`config.mk`:
```
export PLATFORM = sky130hd
export DESIGN_NAME = icmp_echo_turnaround
export DESIGN_NICKNAME = d
export VERILOG_FILES = /design/src/rtl/echo_pkg.sv /design/src/rtl/echo_tap_line.sv /design/src/rtl/echo_frame_class.sv /design/src/rtl/echo_rewrite.sv /design/src/rtl/icmp_echo_turnaround.sv
export SDC_FILE = /design/constraint.sdc
export NUM_CORES = 1
export LEC_CHECK = 0
export BUFFER_PORTS_ARGS = -buffer_cell sky130_fd_sc_hd__buf_2
export CAP_MARGIN = 0
export CORE_MARGIN = 2
export CORE_UTILIZATION = 59
export DETAILED_ROUTE_END_ITERATION = 7
export GPL_TIMING_DRIVEN = 0
export PLACE_DENSITY = 0.8
export SLEW_MARGIN = 20
export SYNTH_ARGS = -nofsm -noshare
export SYNTH_HDL_FRONTEND = slang
export SYNTH_SLANG_ARGS = --single-unit
```
`constraint.sdc`:
```
create_clock -name clk -period 2.4 [get_ports clk]
set_clock_uncertainty 0.05 [all_clocks]
set_input_delay 0.36 -clock clk [delete_from_list [all_inputs] [get_ports clk]]
set_output_delay 0.36 -clock clk [all_outputs]
set_load 0.1 [all_outputs]
```
`src/rtl/echo_pkg.sv`:
```
package echo_pkg;

  // one cycle of the byte stream as it travels through the delay line
  typedef struct packed {
    logic [7:0] data;
    logic       valid;
    logic       sof;
    logic       eof;
    logic       err;
  } slot_t;

  // frame layout (byte offsets from the first destination-MAC byte)
  localparam int MAC_ADDR_B  = 6;
  localparam int IP_ADDR_B   = 4;
  localparam int OFS_ETYPE   = 12;
  localparam int OFS_VIHL    = 14;
  localparam int OFS_PROTO   = 23;
  localparam int OFS_IPSRC   = 26;
  localparam int OFS_ITYPE   = 34;
  localparam int OFS_ICK     = 36;
  localparam int MIN_FRAME   = 38;

  localparam logic [7:0]  ETYPE_HI   = 8'h08;
  localparam logic [7:0]  ETYPE_LO   = 8'h00;
  localparam logic [7:0]  VIHL_PLAIN = 8'h45;
  localparam logic [7:0]  PROTO_ICMP = 8'h01;
  localparam logic [7:0]  ICMP_REQ   = 8'h08;
  localparam logic [7:0]  ICMP_REP   = 8'h00;
  localparam logic [15:0] ICMP_ADJ   = 16'h0800;

  // 16-bit one's-complement addition with end-around carry
  function automatic logic [15:0] ones_add(input logic [15:0] a, input logic [15:0] b);
    logic [16:0] s;
    s = {1'b0, a} + {1'b0, b};
    return s[15:0] + {15'd0, s[16]};
  endfunction

endpackage

```
`src/rtl/echo_tap_line.sv`:
```
module echo_tap_line
  import echo_pkg::*;
#(
  parameter int DEPTH = 12
) (
  input  logic  clk,
  input  logic  rst_n,
  input  slot_t din,
  output slot_t tap [DEPTH]
);

  slot_t sr [DEPTH];

  always_ff @(posedge clk or negedge rst_n) begin
    if (!rst_n) begin
      for (int k = 0; k < DEPTH; k++) sr[k] <= '0;
    end else begin
      sr[0] <= din;
      for (int k = 1; k < DEPTH; k++) sr[k] <= sr[k-1];
    end
  end

  assign tap = sr;

endmodule

```
`src/rtl/echo_frame_class.sv`:
```
module echo_frame_class
  import echo_pkg::*;
#(
  parameter int CNT_W = 6
) (
  input  logic             clk,
  input  logic             rst_n,
  input  slot_t            ctr,
  output logic [CNT_W-1:0] idx,
  output logic             abort_now
);

  localparam logic [CNT_W-1:0] CNT_MAX = '1;

  logic [CNT_W-1:0] cnt_q;
  logic             bad_q;
  logic             field_bad;   // this byte alone disqualifies the frame

  assign idx = ctr.sof ? '0 : cnt_q;

  always_comb begin
    field_bad = 1'b0;
    case (int'(idx))
      OFS_ETYPE:     field_bad = (ctr.data != ETYPE_HI);
      OFS_ETYPE + 1: field_bad = (ctr.data != ETYPE_LO);
      OFS_VIHL:      field_bad = (ctr.data != VIHL_PLAIN);
      OFS_PROTO:     field_bad = (ctr.data != PROTO_ICMP);
      OFS_ITYPE:     field_bad = (ctr.data != ICMP_REQ);
      default:       field_bad = 1'b0;
    endcase
    if (ctr.err) field_bad = 1'b1;
    if (ctr.eof && (int'(idx) < MIN_FRAME - 1)) field_bad = 1'b1;
    if (!ctr.valid) field_bad = 1'b0;
  end

  assign abort_now = ctr.valid && ctr.eof && (field_bad || (!ctr.sof && bad_q));

  always_ff @(posedge clk or negedge rst_n) begin
    if (!rst_n) begin
      cnt_q <= '0;
      bad_q <= 1'b0;
    end else if (ctr.valid) begin
      cnt_q <= (idx == CNT_MAX) ? CNT_MAX : idx + CNT_W'(1);
      bad_q <= ctr.sof ? field_bad : (bad_q | field_bad);
    end
  end

  // a receive error on a closing byte always kills that frame
  a_r9_err_on_last: assert property (@(posedge clk) disable iff (!rst_n)
    (ctr.valid && ctr.eof && ctr.err) |-> abort_now);

endmodule

```
`src/rtl/echo_rewrite.sv`:
```
module echo_rewrite
  import echo_pkg::*;
#(
  parameter int CNT_W = 6,
  parameter int MACB  = 6
) (
  input  logic             clk,
  input  logic             rst_n,
  input  logic [7:0]       fwd_d,
  input  logic [7:0]       back_d,
  input  logic [7:0]       ipf_d,
  input  logic [7:0]       ipb_d,
  input  logic [7:0]       nxt_d,
  input  logic [7:0]       prv_d,
  input  logic [7:0]       ctr_d,
  input  logic             ctr_v,
  input  logic             ctr_s,
  input  logic             ctr_e,
  input  logic [CNT_W-1:0] idx,
  input  logic             abort_now,
  output logic [7:0]       out_data,
  output logic             out_valid,
  output logic             out_sof,
  output logic             out_eof,
  output logic             out_abort
);

  localparam int IP_LO = OFS_IPSRC;
  localparam int IP_MID = OFS_IPSRC + IP_ADDR_B;
  localparam int IP_HI = OFS_IPSRC + 2 * IP_ADDR_B;

  logic [15:0] ck_hi_sum;
  logic [15:0] ck_lo_sum;
  logic [7:0]  new_byte;
  int          i;

  assign ck_hi_sum = ones_add({ctr_d, nxt_d}, ICMP_ADJ);
  assign ck_lo_sum = ones_add({prv_d, ctr_d}, ICMP_ADJ);
  assign i = int'(idx);

  always_comb begin
    new_byte = ctr_d;
    if (i < MACB)                      new_byte = fwd_d;
    else if (i < 2 * MACB)             new_byte = back_d;
    else if (i >= IP_LO && i < IP_MID) new_byte = ipf_d;
    else if (i >= IP_MID && i < IP_HI) new_byte = ipb_d;
    else if (i == OFS_ITYPE)           new_byte = ICMP_REP;
    else if (i == OFS_ICK)             new_byte = ck_hi_sum[15:8];
    else if (i == OFS_ICK + 1)         new_byte = ck_lo_sum[7:0];
  end

  always_ff @(posedge clk or negedge rst_n) begin
    if (!rst_n) begin
      out_data  <= '0;
      out_valid <= 1'b0;
      out_sof   <= 1'b0;
      out_eof   <= 1'b0;
      out_abort <= 1'b0;
    end else begin
      out_data  <= new_byte;
      out_valid <= ctr_v;
      out_sof   <= ctr_s;
      out_eof   <= ctr_e;
      out_abort <= abort_now;
    end
  end

  // leading MAC bytes are fetched from the byte arriving at the input
  a_r3_mac_swap: assert property (@(posedge clk) disable iff (!rst_n)
    (ctr_v && (i < MACB)) |=> (out_data == $past(fwd_d)));

  // source IP bytes come from the destination field further ahead
  a_r4_ip_swap: assert property (@(posedge clk) disable iff (!rst_n)
    (ctr_v && (i >= IP_LO) && (i < IP_MID)) |=> (out_data == $past(ipf_d)));

  // the type byte always leaves as a reply
  a_r5_type_clear: assert property (@(posedge clk) disable iff (!rst_n)
    (ctr_v && (i == OFS_ITYPE)) |=> (out_data == ICMP_REP));

endmodule

```
`src/rtl/icmp_echo_turnaround.sv`:
```
module icmp_echo_turnaround
  import echo_pkg::*;
#(
  parameter int MAC_BYTES = 6,
  parameter int CNT_W     = 6
) (
  input  logic       clk,
  input  logic       rst_n,
  input  logic [7:0] in_data,
  input  logic       in_valid,
  input  logic       in_sof,
  input  logic       in_eof,
  input  logic       in_err,
  output logic [7:0] out_data,
  output logic       out_valid,
  output logic       out_sof,
  output logic       out_eof,
  output logic       out_abort
);

  localparam int DEPTH = 2 * MAC_BYTES;
  localparam int CTR   = MAC_BYTES - 1;

  slot_t            din;
  slot_t            tap [DEPTH];
  logic [CNT_W-1:0] idx;
  logic             abort_now;

  assign din = '{data: in_data, valid: in_valid, sof: in_sof, eof: in_eof, err: in_err};

  echo_tap_line #(.DEPTH(DEPTH)) u_line (
    .clk  (clk),
    .rst_n(rst_n),
    .din  (din),
    .tap  (tap)
  );

  echo_frame_class #(.CNT_W(CNT_W)) u_class (
    .clk      (clk),
    .rst_n    (rst_n),
    .ctr      (tap[CTR]),
    .idx      (idx),
    .abort_now(abort_now)
  );

  echo_rewrite #(.CNT_W(CNT_W), .MACB(MAC_BYTES)) u_rw (
    .clk      (clk),
    .rst_n    (rst_n),
    .fwd_d    (in_data),
    .back_d   (tap[DEPTH-1].data),
    .ipf_d    (tap[CTR-IP_ADDR_B].data),
    .ipb_d    (tap[CTR+IP_ADDR_B].data),
    .nxt_d    (tap[CTR-1].data),
    .prv_d    (tap[CTR+1].data),
    .ctr_d    (tap[CTR].data),
    .ctr_v    (tap[CTR].valid),
    .ctr_s    (tap[CTR].sof),
    .ctr_e    (tap[CTR].eof),
    .idx      (idx),
    .abort_now(abort_now),
    .out_data (out_data),
    .out_valid(out_valid),
    .out_sof  (out_sof),
    .out_eof  (out_eof),
    .out_abort(out_abort)
  );

  // the discard flag only ever rides on a closing byte
  a_r11_abort_on_eof: assert property (@(posedge clk) disable iff (!rst_n)
    out_abort |-> (out_eof && out_valid));

  // frame markers never appear on an empty output cycle
  a_r2_marks_valid: assert property (@(posedge clk) disable iff (!rst_n)
    (out_sof || out_eof) |-> out_valid);

endmodule

```
==> results of run 1 <==
-- per-stage QoR --
step                      util [%]  setup TNS (ns)
final                        74.76               0
after global routing         74.76               0
after CTS                    74.27        -0.02004
after detailed placement     64.36         -0.5500
after global placement       63.87         -100.60
after floorplan                  -               0
-- kinds of logic after synthesis --
| family | share of synthesized area (%) |
|---|---|
| xor gates and xnor gates | 0.9405 |
| buffers and inverters | 1.827 |
| DFF | 74.69 |
| muxes | 0.6717 |
| and+or+nand+nor | 10.61 |
| adders and majority gates | 1.075 |
| AOI/OAI and AO/OA | 10.18 |
-- per-layer routing --
metal	GRT usage, %	vias to the layer above	wire (µm)
li1	-	1301	-
met1	33.14	1505	4075
met2	36.96	164	4675
met3	7.404	23	693
met4	10.78	0	183
met5	0	-	0
-- sequential cells by signal (all words and copies together), names as in the netlist --
name            flops
u_line.tap        120
u_rw.out_eof        1
u_rw.out_abort      1
u_rw.out_valid      1
u_class.cnt_q       6
u_rw.out_data       8
u_rw.out_sof        1
u_class.bad_q       1
-- final cells by class --
cell class | instances | area [µm²]
inverter | 7 | 26.28
tap | 102 | 127.6
fill | 479 | 1941
multi-input combinational | 171 | 1162
timing repair buffer | 39 | 292.8
clock inverter | 15 | 186.4
sequential | 139 | 3481
buffer | 13 | 56.30
clock buffer | 17 | 414.1
-- synth_stat cells (3+ instances only) --
cell / instances
nor3_1: 7
xnor2_1: 3
nand2b_1: 3
ha_1: 4
o21ai_0: 16
a21oi_1: 13
nand2_1: 23
o221ai_1: 3
nand4_1: 7
nand3_1: 8
or2_2: 3
o211ai_1: 4
dfrtp_1: 139
clkbuf_1: 7
inv_1: 7
a221oi_1: 4
buf_2: 5
nor2_1: 19
or3_1: 4
a211oi_1: 6
a31oi_1: 3
-- power groups by stage --
stage	Clock [µW]	Combinational (µW)	Sequential [µW]
2_1_floorplan	0	199	2760
3_3_place_gp	0	514	2590
3_5_place_dp	0	534	2600
4_1_cts	2590	559	2560
5_1_grt	2690	616	2580
6_report	2560	572	2570
-- timing repair --
action	in CTS	in global routing
hold endpoints to repair	71	0
setup buffers	0	0
pin swaps	0	1
setup endpoints to repair	7	9
hold buffers	13	0
gates resized for setup	5	11
-- worst max path at each step --
stage / from / end / slack, ns / cells after the start
floorplan: u_class.cnt_q[2]$_DFFE_PN0P_ / u_rw.out_data[5]$_DFF_PN0_ / 0.40 / 6
global placement: rst_n / u_line.tap[135]$_DFF_PN0_ / -0.73 / 1
detailed placement: u_line.tap[74]$_DFF_PN0_ / u_rw.out_data[6]$_DFF_PN0_ / -0.17 / 6
CTS: u_line.tap[74]$_DFF_PN0_ / u_rw.out_data[6]$_DFF_PN0_ / -0.02 / 6
global route: u_line.tap[79]$_DFF_PN0_ / u_rw.out_data[2]$_DFF_PN0_ / 0.006 / 6
finish: u_line.tap[79]$_DFF_PN0_ / u_rw.out_data[2]$_DFF_PN0_ / 0.06 / 6
==> reports/metrics.yaml, run 1 <==
run_status:
  status: "finished, final reports clean"
timing:
  slew_headroom_pct: 59.20
  worstMarginPinSlew_ns: 0.6120
  post-route-min-period_ns: 2.336
  holdWs_ns: 0.2957
  finalHoldViolations: 0
  layout_setup_ws_ns: 0.06444
  report.final.setup_viol: 0
  drv_slew: 0
  period_share_pct: 97.31
  rsz0062_at_grt: "no"
  fmax_mhz: 428.2
route:
  ant_nets: 0
  drc_errors: 0
  routedWlPerCell_um: 19.14
  wirelength_um: 9628
  viasPerCell: 5.950
  dr.pass1.iters: 6
  drtIter0Drc: 319
  dr_total_vias: 2993
critical_path:
  rr_startpoint: "u_line.tap[79]$_DFF_PN0_"
  path_max_fanout: 7
  critPathSlowestCell: "dfrtp_1"
  r2r_end: "u_rw.out_data[2]$_DFF_PN0_"
  critPathBufInv: 0
  cp_cell_sequence: "nand4_1 > or3_1 > or4_4 > o21ai_1 > xnor2_1 > o21ai_1"
  crit_top_cell: "o21ai_1"
  worstSetupStartpointType: "flop"
  r2r_cells: 6
  path_delay_family: "simple AND/OR/NAND/NOR gates"
  regToRegSetupSlack_ns: 0.06
  endpoint_kind: "flop"
  critical_path_class: "flop to flop"
  worstPathArrival_ns: 2.68
  required_ns: 2.74
  worst_path_largest_cell_delay_ns: 0.52
power:
  powerDensity_nw_per_um2: 990.7
  p_leak_uw: 0.002500
  p_seq_share_pct: 45.1
  clockPowerShare_pct: 44.9
  irDropWorstVdd_mv: 0.7532
  power.total_uw: 5693
  p_int_uw: 4060
  combPwrFrac_pct: 10.1
  power.switching_uw: 1634
  p_sw_share_pct: 28.69
hold_path:
  worst_hold_path_type: "primary input to asynchronous set/reset pin"
cells_and_area:
  fin_nets: 406
  mostFrequentLayoutCells: "137 x dfrtp_1, 29 x buf_2, 23 x nand2_1"
  final_common_cell: "dfrtp_1"
  antenna_cells: 0
  design_area_um2: 5747
  drive_gt1_share_pct: 20.95
  instances_no_fill: 503
  area_delta_synth_final_pct: 23.40
flow_run:
  drv_cap: 0
placement:
  dp_worst_setup_slack_ns: -0.1748
  place_area_um2: 4947
  hpwl_um: 5648
  gp_congestion: 0.9475
  dp.cells: 459
  numPortBuffers: 25
synthesis:
  synth_top_area_cell: "dfrtp_1"
  yosysWarnings: 0
  synth_edf_count: 0
  synthCells: 331
  synth_area_um2: 4657
  synth.top_cell.area_share_pct: 74.69
  synth.distinct_cells: 55
  syn_nets: 349
  synth-seq-cells: 139
  ys.flop_type: "dfrtp_1"
  postSynthAreaPerCell_um2: 14.07
  ys_seq_area_share_pct: 74.69
  synth_area_leaders: "dfrtp_1 75%, nand2_1 1.9%, o21ai_0 1.7%"
  async_flop_share_pct: 100.0
clock_network:
  worstSkewPairLatency_ns: 0.52
  clk_pin_slew_worst_paths_ns: 0.07
  cts_sinks: 139
  cts_buffer_depth: 2
  cts_max_level: 4
  cts_buffers: 17
  cts_root_buffer: "clkbuf_8"
  cts_tree: "yes"
grt:
  grt_pass1_wl_um: 15340
  grt_pass1_vias: 2965
  antenna_found_initial: 0
  grt.total_usage_pct: 24.39
  grt-ovfl-total: 0
  grt_max_degree: 81
floorplan:
  die_x_um: 92.85
  ios: 26
  core.rowCount: 32
  dieHeight_um: 92.85
  dieArea_um2: 8620
  core_region_area_um2: 7687
  initial_core_util_pct: 60.58
(Power assumes the default switching activity.)
==> run 2, diff against run 1 <==
- CORE_ASPECT_RATIO: default -> 0.8
==> reports/metrics.yaml, run 2 (synthesis gave the netlist of run 1 again) <==
critical_path:
  worstSetupStartpointType: "flop"  # unchanged
  worstPathArrival_ns: 2.63  # was 2.68 ns
  required_ns: 2.73  # was 2.74 ns
  critical_path_class: "flop to flop"  # unchanged
  regToRegSetupSlack_ns: 0.1  # was 0.06 ns
  rr_startpoint: "u_class.cnt_q[2]$_DFFE_PN0P_"  # was u_line.tap[79]$_DFF_PN0_
  r2r_cells: 5  # was 6
  r2r_end: "u_rw.out_data[0]$_DFF_PN0_"  # was u_rw.out_data[2]$_DFF_PN0_
  path_max_fanout: 9  # was 7
  endpoint_kind: "flop"  # unchanged
grt:
  grt.total_usage_pct: 25.50  # was 24.39%
  antenna_found_initial: 0  # unchanged
  grt-ovfl-total: 0  # unchanged
  grt_max_degree: 79  # was 81
  grt_pass1_vias: 2844  # was 2965
  grt_pass1_wl_um: 15640  # was 15340 µm
placement:
  gp_congestion: 0.9493  # was 0.9475
  numPortBuffers: 25  # unchanged
  hpwl_um: 5945  # was 5648 µm
timing:
  report.final.setup_viol: 0  # unchanged
  slew_headroom_pct: 57.97  # was 59.20%
  post-route-min-period_ns: 2.303  # was 2.336 ns
  period_share_pct: 95.95  # was 97.31%
  drv_slew: 0  # unchanged
  fmax_mhz: 434.2  # was 428.2 MHz
  worstMarginPinSlew_ns: 0.6305  # was 0.6120 ns
  finalHoldViolations: 0  # unchanged
  holdWs_ns: 0.2895  # was 0.2957 ns
  rsz0062_at_grt: "no"  # unchanged
route:
  drc_errors: 0  # unchanged
  dr.pass1.iters: 6  # unchanged
  wirelength_um: 9884  # was 9628 µm
  ant_nets: 0  # unchanged
  viasPerCell: 5.834  # was 5.950
  dr_total_vias: 2952  # was 2993
  routedWlPerCell_um: 19.53  # was 19.14 µm
  drtIter0Drc: 297  # was 319
cells_and_area:
  drive_gt1_share_pct: 19.45  # was 20.95%
  fin_nets: 406  # unchanged
  ff_latch_area_um2: 3478  # was 3481 µm²
  area_delta_synth_final_pct: 21.36  # was 23.40%
  mostFrequentLayoutCells: "139 x dfrtp_1, 29 x buf_2, 23 x nand2_1"  # was 137 x dfrtp_1, 29 x buf_2, 23 x nand2_1
  fin_util_pct: 75.03  # was 74.76%
  n_fill_cell: 460  # was 479
  largest_reg_flops: 120  # unchanged
  multi_input_area_um2: 1147  # was 1162 µm²
  antenna_cells: 0  # unchanged
  final_common_cell: "dfrtp_1"  # unchanged
clock_network:
  worstSkewPairLatency_ns: 0.52  # about the same
  cts_tree: "yes"  # unchanged
  cts_setup_buffers: 0  # unchanged
  cts_root_buffer: "clkbuf_8"  # unchanged
  clk_pin_slew_worst_paths_ns: 0.06  # was 0.07 ns
  cts_max_level: 4  # unchanged
  cts_buffer_depth: 2  # unchanged
  cts_sinks: 139  # unchanged
  cts_buffers: 17  # unchanged
hold_path:
  worst_hold_path_type: "flop to flop"  # was primary input to asynchronous set/reset pin
  min_to: "u_line.tap[6]$_DFF_PN0_"
  min_from: "u_line.tap[18]$_DFF_PN0_"
  hold_depth: 0
power:
  powerDensity_nw_per_um2: 957.3  # was 990.7 nW/µm²
  p_leak_uw: 0.002459  # was 0.002500 µW
  power.total_uw: 5410  # was 5693 µW
  irDropWorstVdd_mv: 0.7511  # was 0.7532 mV
flow_run:
  drv_cap: 0  # unchanged
floorplan:
  core_region_area_um2: 7532  # was 7687 µm²
  die_x_um: 103.3  # was 92.85 µm
  initial_core_util_pct: 61.83  # was 60.58%
  dieArea_um2: 8624  # was 8620 µm²
  ios: 26  # unchanged
  dieHeight_um: 83.47  # was 92.85 µm
  core.rowCount: 28  # was 32
run_status:
  status: "finished, final reports clean"  # unchanged
==> run 2: cell types whose count changed in the layout (fill, tap and decap cells not counted), sizes merged <==
cell,delta
clkbuf,+10
inv,-5
clkinv,-4
buf,-1
bufinv,-1
clkinvlp,+1
==> run 2: worst max-delay path, cell delays in order, from the launching register on <==
cell,delay [ns]
dfrtp_1,0.48
or4b_4,0.60
o32ai_4,0.56
nor3_4,0.15
nand2_1,0.18
o21ai_0,0.14
==> run 2: layout make-up <==
class | instances | area share, %
Buffer | 13 | 1.041
Clock buffer | 26 | 8.457
Clock inverter | 6 | 0.6863
Tap cell | 105 | 2.325
Timing Repair Buffer | 39 | 5.180
Sequential cell | 139 | 61.55
Multi-Input combinational cell | 171 | 20.30
Inverter | 7 | 0.4649
==> run 2: what timing repair did <==
| item | in CTS | in global routing |
|---|---|---|
| hold buffers | 13 | 0 |
| hold endpoints to repair | 73 | 0 |
| setup endpoints to repair | 8 | 9 |
| pin swaps | 0 | 0 |
| gates resized for setup | 6 | 8 |
==> run 2: how the worst max path moves through the flow <==
stage          depth (start not counted)                          to  slack, ns                         start
2_1_floorplan                          6  u_rw.out_data[5]$_DFF_PN0_       0.40  u_class.cnt_q[2]$_DFFE_PN0P_
3_3_place_gp                           1   u_line.tap[132]$_DFF_PN0_      -0.75                         rst_n
3_5_place_dp                           6  u_rw.out_data[6]$_DFF_PN0_      -0.27      u_line.tap[74]$_DFF_PN0_
4_1_cts                                6  u_rw.out_data[5]$_DFF_PN0_       0.02      u_line.tap[82]$_DFF_PN0_
5_1_grt                                5  u_rw.out_data[0]$_DFF_PN0_       0.02      u_line.tap[74]$_DFF_PN0_
6_report                               5  u_rw.out_data[0]$_DFF_PN0_        0.1  u_class.cnt_q[2]$_DFFE_PN0P_
==> run 2: metal layers <==
layer  vias to the layer above  global-route usage (%)  share of wire, %
li1                       1303                       -                 -
met4                         0                   7.656               1.4
met5                         -                       0                 0
met2                       151                   35.77                47
met3                        16                   9.129               7.9
met1                      1482                   37.98                44
==> run 2: power by group <==
part           total [µW]  internal (µW)  switching [µW]
Clock                2260           1350             916
Sequential           2570           2490            87.3
Combinational         573            140             433
==> run 2: stage by stage <==
| step | instances | TNS, ns | cell area (µm²) | setup WS [ns] |
|---|---|---|---|---|
| after floorplan | 331 | 0 | 4657 | 0.3960 |
| after global placement | 461 | -104.03 | 4913 | -0.7462 |
| after detailed placement | 462 | -1.628 | 4951 | -0.2749 |
| after CTS | 507 | 0 | 5630 | 0.01700 |
| after global routing | 506 | 0 | 5652 | 0.01503 |
| final | 506 | 0 | 5652 | 0.09712 |
